File: src/rtl/lagfib_pkg.sv
package lagfib_pkg;
    localparam int WORD_W  = 32;
    localparam int RING_AW = 6;
    localparam int LAG_ADD_A = 24;
    localparam int LAG_ADD_B = 55;
    localparam int LAG_MIX   = 61;

    typedef enum logic [1:0] {
        ST_EMPTY = 2'd0,
        ST_FILL  = 2'd1,
        ST_RUN   = 2'd2
    } wheel_state_t;
endpackage

File: src/rtl/lagfib_ring.sv
module lagfib_ring #(
    parameter int DW = 32,
    parameter int AW = 6
) (
    input  logic          clk,
    input  logic          wr_en,
    input  logic [AW-1:0] wr_addr,
    input  logic [DW-1:0] wr_data,
    input  logic [AW-1:0] rd_addr_a,
    input  logic [AW-1:0] rd_addr_b,
    input  logic [AW-1:0] rd_addr_x,
    output logic [DW-1:0] rd_a,
    output logic [DW-1:0] rd_b,
    output logic [DW-1:0] rd_x
);
    localparam int DEPTH = 1 << AW;

    logic [DW-1:0] slot [DEPTH];

    for (genvar g = 0; g < DEPTH; g++) begin : g_slot
        always_ff @(posedge clk) begin
            if (wr_en && wr_addr == AW'(g)) begin
                slot[g] <= wr_data;
            end
        end
    end

    assign rd_a = slot[rd_addr_a];
    assign rd_b = slot[rd_addr_b];
    assign rd_x = slot[rd_addr_x];
endmodule

File: src/rtl/lagfib_mix.sv
module lagfib_mix #(
    parameter int DW = 32
) (
    input  logic [DW-1:0] tap_a,
    input  logic [DW-1:0] tap_b,
    input  logic [DW-1:0] tap_x,
    output logic [DW-1:0] new_word,
    output logic [DW-1:0] rnd_word
);
    // Sum truncated to DW bits: carry out is discarded (mod 2^DW).
    assign new_word = tap_a + tap_b;
    assign rnd_word = new_word ^ tap_x;
endmodule

File: src/rtl/lagfib_ctrl.sv
module lagfib_ctrl
    import lagfib_pkg::*;
#(
    parameter int AW = 6
) (
    input  logic          clk,
    input  logic          rst_n,
    input  logic          seed_we,
    input  logic          step_en,
    output wheel_state_t  state_o,
    output logic [AW-1:0] ptr_o,
    output logic [AW-1:0] wr_addr,
    output logic          ring_we,
    output logic          sel_seed,
    output logic          step_go
);
    wheel_state_t  state_q, state_d;
    logic [AW-1:0] ptr_q, ptr_d;
    logic          fill_last;

    assign fill_last = (ptr_q == {AW{1'b1}});

    // State register
    always_ff @(posedge clk or negedge rst_n) begin
        if (!rst_n) begin
            state_q <= ST_EMPTY;
            ptr_q   <= '0;
        end else begin
            state_q <= state_d;
            ptr_q   <= ptr_d;
        end
    end

    // Next state and outputs
    always_comb begin
        state_d  = state_q;
        ptr_d    = ptr_q;
        wr_addr  = ptr_q;
        sel_seed = seed_we;
        step_go  = 1'b0;
        unique case (state_q)
            ST_EMPTY: begin
                if (seed_we) begin
                    state_d = ST_FILL;
                    ptr_d   = ptr_q + 1'b1;
                end
            end
            ST_FILL: begin
                if (seed_we) begin
                    ptr_d = ptr_q + 1'b1;
                    if (fill_last) begin
                        state_d = ST_RUN;
                    end
                end
            end
            ST_RUN: begin
                if (seed_we) begin
                    state_d = ST_FILL;
                    wr_addr = '0;
                    ptr_d   = AW'(1);
                end else if (step_en) begin
                    step_go = 1'b1;
                    ptr_d   = ptr_q + 1'b1;
                end
            end
            default: begin
                state_d = ST_EMPTY;
                ptr_d   = '0;
            end
        endcase
        ring_we = seed_we || step_go;
    end

    assign state_o = state_q;
    assign ptr_o   = ptr_q;
endmodule

File: src/rtl/lagfib_rng.sv
module lagfib_rng
    import lagfib_pkg::*;
#(
    parameter int WORD_W  = lagfib_pkg::WORD_W,
    parameter int RING_AW = lagfib_pkg::RING_AW,
    parameter int LAG_A   = lagfib_pkg::LAG_ADD_A,
    parameter int LAG_B   = lagfib_pkg::LAG_ADD_B,
    parameter int LAG_X   = lagfib_pkg::LAG_MIX
) (
    input  logic              clk,
    input  logic              rst_n,
    input  logic              seed_we,
    input  logic [WORD_W-1:0] seed_data,
    input  logic              step_en,
    output logic [WORD_W-1:0] rnd_out,
    output logic              rnd_valid
);
    localparam logic [RING_AW-1:0] OFS_A = RING_AW'(LAG_A);
    localparam logic [RING_AW-1:0] OFS_B = RING_AW'(LAG_B);
    localparam logic [RING_AW-1:0] OFS_X = RING_AW'(LAG_X);

    wheel_state_t        state;
    logic [RING_AW-1:0]  ptr, wr_addr;
    logic                ring_we, sel_seed, step_go;
    logic [WORD_W-1:0]   tap_a, tap_b, tap_x, new_word, rnd_word, wr_data;

    lagfib_ctrl #(.AW(RING_AW)) u_ctrl (
        .clk      (clk),
        .rst_n    (rst_n),
        .seed_we  (seed_we),
        .step_en  (step_en),
        .state_o  (state),
        .ptr_o    (ptr),
        .wr_addr  (wr_addr),
        .ring_we  (ring_we),
        .sel_seed (sel_seed),
        .step_go  (step_go)
    );

    assign wr_data = sel_seed ? seed_data : new_word;

    lagfib_ring #(.DW(WORD_W), .AW(RING_AW)) u_ring (
        .clk       (clk),
        .wr_en     (ring_we),
        .wr_addr   (wr_addr),
        .wr_data   (wr_data),
        .rd_addr_a (ptr - OFS_A),
        .rd_addr_b (ptr - OFS_B),
        .rd_addr_x (ptr - OFS_X),
        .rd_a      (tap_a),
        .rd_b      (tap_b),
        .rd_x      (tap_x)
    );

    lagfib_mix #(.DW(WORD_W)) u_mix (
        .tap_a    (tap_a),
        .tap_b    (tap_b),
        .tap_x    (tap_x),
        .new_word (new_word),
        .rnd_word (rnd_word)
    );

    always_ff @(posedge clk or negedge rst_n) begin
        if (!rst_n) begin
            rnd_out   <= '0;
            rnd_valid <= 1'b0;
        end else begin
            rnd_valid <= step_go;
            if (step_go) begin
                rnd_out <= rnd_word;
            end
        end
    end
endmodule

File: config.mk
export PLATFORM = sky130hd
export DESIGN_NAME = lagfib_rng
export DESIGN_NICKNAME = d
export VERILOG_FILES = /design/src/rtl/lagfib_pkg.sv /design/src/rtl/lagfib_ring.sv /design/src/rtl/lagfib_mix.sv /design/src/rtl/lagfib_ctrl.sv /design/src/rtl/lagfib_rng.sv
export SDC_FILE = /design/constraint.sdc
export NUM_CORES = 2
export LEC_CHECK = 0
export BUFFER_PORTS_ARGS = -buffer_cell sky130_fd_sc_hd__buf_4
export CAP_MARGIN = 25
export CORE_ASPECT_RATIO = 0.9
export CORE_MARGIN = 5
export CORE_UTILIZATION = 55
export DETAILED_ROUTE_END_ITERATION = 12
export HOLD_SLACK_MARGIN = 0.05
export PLACE_DENSITY_LB_ADDON = 0.3
export REMOVE_ABC_BUFFERS = 1
export SLEW_MARGIN = 20
export SYNTH_ARGS = -nofsm -noshare
export SYNTH_HDL_FRONTEND = slang
export SYNTH_SLANG_ARGS = --single-unit
File: constraint.sdc
create_clock -name clk -period 13.2 [get_ports clk]
set_input_delay 1.32 -clock clk [delete_from_list [all_inputs] [get_ports clk]]
set_output_delay 1.32 -clock clk [all_outputs]
set_load 0.01 [all_outputs]
==> run summary <==
The detailed-route DRC error count is 0. Port buffering added between 60 and 70 buffers. The count of unique library cells instantiated by Yosys came out at 53.

In the post-synthesis netlist, the biggest area contributors are sky130_fd_sc_hd__edfxtp_1, sky130_fd_sc_hd__mux4_2, sky130_fd_sc_hd__mux2i_1, sky130_fd_sc_hd__o221ai_1, sky130_fd_sc_hd__buf_2. The most used flip-flop cell after synthesis is sky130_fd_sc_hd__edfxtp_1. Among all stages on the critical path, the largest delay is contributed by sky130_fd_sc_hd__dfrtp_4. In this run the critical register-to-register path is launched from u_ctrl.ptr_o[0]. The via count of the first global-routing pass came out at 70700.

Of all cell types, the one taking the most synthesized area is sky130_fd_sc_hd__edfxtp_1. The average detailed-routed wire length per instance came out at between 40 and 50 µm. The number of antenna violations at the first check in global routing came out at 12. The most numerous cell type found on the critical path is sky130_fd_sc_hd__buf_4. In this design, the largest share of critical-path delay is due to buffers and inverters. For the worst setup path, the data arrival time is between 9 and 10 ns. The final count of negative-setup-slack endpoints came out at 0.

The transition at the pin with the smallest max-transition slack is between 1 and 1.5 ns. The synthesized design contains about 2100 register bits. Entering global routing, the biggest net connects 143 pins. The number of search-and-repair iterations in the first detailed-routing pass is 8. The endpoint class of the critical path is a flop. The horizontal extent of the die came out at 491 µm. The vertical die dimension is roughly 440 µm. The number of top-level pins is 69. The fraction of the cycle the final worst path needs came out at approximately 70%. The post-synthesis sequential area ratio is 54.6%. The clock root buffer is sky130_fd_sc_hd__clkbuf_16. The detailed router finished its first iteration with 14400 violations. The library cells used most frequently in the layout, excluding fill and tap cells, are sky130_fd_sc_hd__edfxtp_1, sky130_fd_sc_hd__mux4_2, sky130_fd_sc_hd__mux2i_1. The maximum fanout along the worst path is ~110. The highest attainable clock frequency came out at around 110 MHz. The synthesis-to-finish area growth is 10.3%. The sum of negative setup slack is 0 ns. The total clock sinks is about 2100.

The remaining antenna violation count after routing came out at 0. The total number of yosys warnings came out at 0. The required time of the critical path is between 10 and 15 ns.

For this block, the via count after detailed routing is around 73000. The number of maximum-capacitance violations is 0. The headroom to the max-slew limit came out at between 10% and 20%. The clock tree buffer depth came out at 3. The classification of the worst-slack hold path is in -> async. The core utilization of the finished layout is about three fifths. The fraction of registers with async set/reset is between 1.5 and 2%.

Tracing the worst setup path back leads to its startpoint at u_ctrl.ptr_o[0]. The largest stage delay on the critical path is 0.94 ns. STA classifies the critical path startpoint as a flop. The final worst clock skew came out at just over 0.05 ns. The least setup slack across all paths after layout is ~4 ns.

The total grt overflow is 0. The worst slack after detailed placement came out at roughly 4.2 ns. The number of H-tree branching levels is 4. Once the clock tree was built, the resizer swapped 0 gates to a different size. The total placed instance area is about 120000 µm². The area of the die is ~220000 µm². The hold violation total from the final report came to 0. The placed wire-length estimate is ~220000 µm. The type of the worst setup path is reg -> reg. The number of buffers added by the clock tree synthesis step is between 200 and 250.

The area of the mapped netlist came out at 115000 µm². Routability-driven placement finished with a final weighted congestion of 0.918. The insertion delay to the later sink of the worst-skew pair is ~0.9 ns. The area of the placeable core is about 210000 µm².

Global routing used between 30% and 40% of the available tracks across all layers. The leading cell type in the layout, fill and taps excluded is sky130_fd_sc_hd__edfxtp_1. The CTS tree is built. The global-route wire length before repair is ~540000 µm. The run finished with clean final reports.

A synthesized cell averages approximately 19 µm². The share of post-route cells with drive strength above 1 came out at between 30% and 40%. The total non-filler cell area in the finished layout came out at between 100000 and 150000 µm². The time the final worst path needs with I/O delays and setup is approximately 9 ns. The critical path buffer and inverter count is 6. The count of final max-slew check failures is 0. Clock-pin slew was measured on the worst setup and hold paths at 0.06 ns. Setup repair after global routing left no endpoint under its margin. The via count normalized by instance count is around 8. The number of hold-repair buffers added at the cts stage is 0. The aggregate routed wire length came out at between 300000 and 400000 µm. The number of core rows is between 150 and 200.

The share of synthesized area in the top cell type comes to ~54%. The post-CTS setup buffer count came out at 0. The number of nets in the layout came out at 6136. The count of flip-flops with a built-in enable after synthesis is 2048. The synthesized instance count is just over 6000. The signal on the critical path passes through buf_12, inv_1, ha_4, buf_12, buf_4, mux4_2, and2_1, a211oi_1, a31oi_1, ha_1, nand4_1, o31ai_1, buf_4, a21oi_1, o31ai_1, xnor2_1, o21ai_4, buf_4.

The initial core utilization came out at 55.4%.
==> sequential cells by signal, summed over array words and instances (netlist names) <==
| signal | count |
|---|---|
| u_ctrl.state_o | 2 |
| rnd_out | 32 |
| rnd_valid | 1 |
| u_ring.slot | 2048 |
| u_ctrl.ptr_o | 6 |
==> worst paths after layout <==
kind,to,slack [ns],depth (start not counted)
max,u_ring.slot[29][26],3.99,18
min,rnd_out[21],0.37,1
max reg2reg,u_ring.slot[29][26],3.99,18
min reg2reg,rnd_out[6],0.48,2
max in group asynchronous,u_ctrl.ptr_o[0],11.54,2
min in group clk,rnd_out[6],0.48,2
==> cells in the mapped netlist (21+ instances only) <==
| cell | instances |
|---|---|
| sky130_fd_sc_hd__edfxtp_1 | 2048 |
| sky130_fd_sc_hd__mux4_2 | 1597 |
| sky130_fd_sc_hd__mux2i_1 | 501 |
| sky130_fd_sc_hd__nand2_1 | 330 |
| sky130_fd_sc_hd__buf_2 | 252 |
| sky130_fd_sc_hd__o221ai_1 | 251 |
| sky130_fd_sc_hd__clkbuf_1 | 238 |
| sky130_fd_sc_hd__a21oi_1 | 166 |
| sky130_fd_sc_hd__o22ai_1 | 125 |
| sky130_fd_sc_hd__nor2_1 | 95 |
| sky130_fd_sc_hd__xnor2_1 | 47 |
| sky130_fd_sc_hd__buf_1 | 46 |
| sky130_fd_sc_hd__o21ai_0 | 44 |
| sky130_fd_sc_hd__dfrtp_1 | 41 |
| sky130_fd_sc_hd__a31oi_1 | 40 |
| sky130_fd_sc_hd__a211oi_1 | 38 |
| sky130_fd_sc_hd__ha_1 | 35 |
| sky130_fd_sc_hd__and2_1 | 33 |
| sky130_fd_sc_hd__xor2_1 | 27 |
| sky130_fd_sc_hd__nand3_1 | 21 |
==> stage by stage <==
stage / cells / hold WS (ns)
floorplan: 5561 / 0.507
global placement: 8547 / 0.454
detailed placement: 8560 / 0.472
CTS: 8954 / 0.354
global route: 8966 / 0.375
finish: 8973 / 0.374
==> worst register-to-register path: cells and delay by family (launching register included) <==
family,cells,cell delay [ns]
and+or+nand+nor,2,0.29
DFF,1,0.94
xor gates and xnor gates,1,0.43
buffers and inverters,6,2.90
muxes,1,0.57
adders and majority gates,2,1.19
AOI/OAI and AO/OA,6,2.68
==> final cells by class <==
class / count / area [µm²]
Inverter: 8 / 37.5
Tap cell: 2720 / 3400
Timing Repair Buffer: 290 / 2830
Antenna cell: 8 / 20.0
Sequential cell: 2089 / 62500
Multi-Input combinational cell: 3464 / 50400
Clock inverter: 140 / 1460
Clock buffer: 254 / 5600
Fill cell: 14000 / 80300
==> per-layer routing <==
layer  global-route usage, %  part of all wire, %
met4                    20.2                  7.1
met2                    50.2                   43
met3                    13.0                   17
met5                   0.637                0.064
met1                    47.2                   33
==> kinds of logic (layout without fill, tap and decap cells) <==
kind of cell	Yosys count	count (layout)	share of synthesized area, %
XOR/XNOR	76	76	0.594
buffers and inverters	566	692	2.23
adder cells (fa/ha/maj)	36	36	0.400
other	0	8	0
AND/OR/NAND/NOR	517	517	1.88
AO/OA/AOI/OAI	730	730	4.43
flip-flops	2089	2089	54.6
multiplexers	2105	2105	35.9
Power is not shown: default switching activity piles up to over one toggle a cycle in this logic, so the estimate is an artifact.
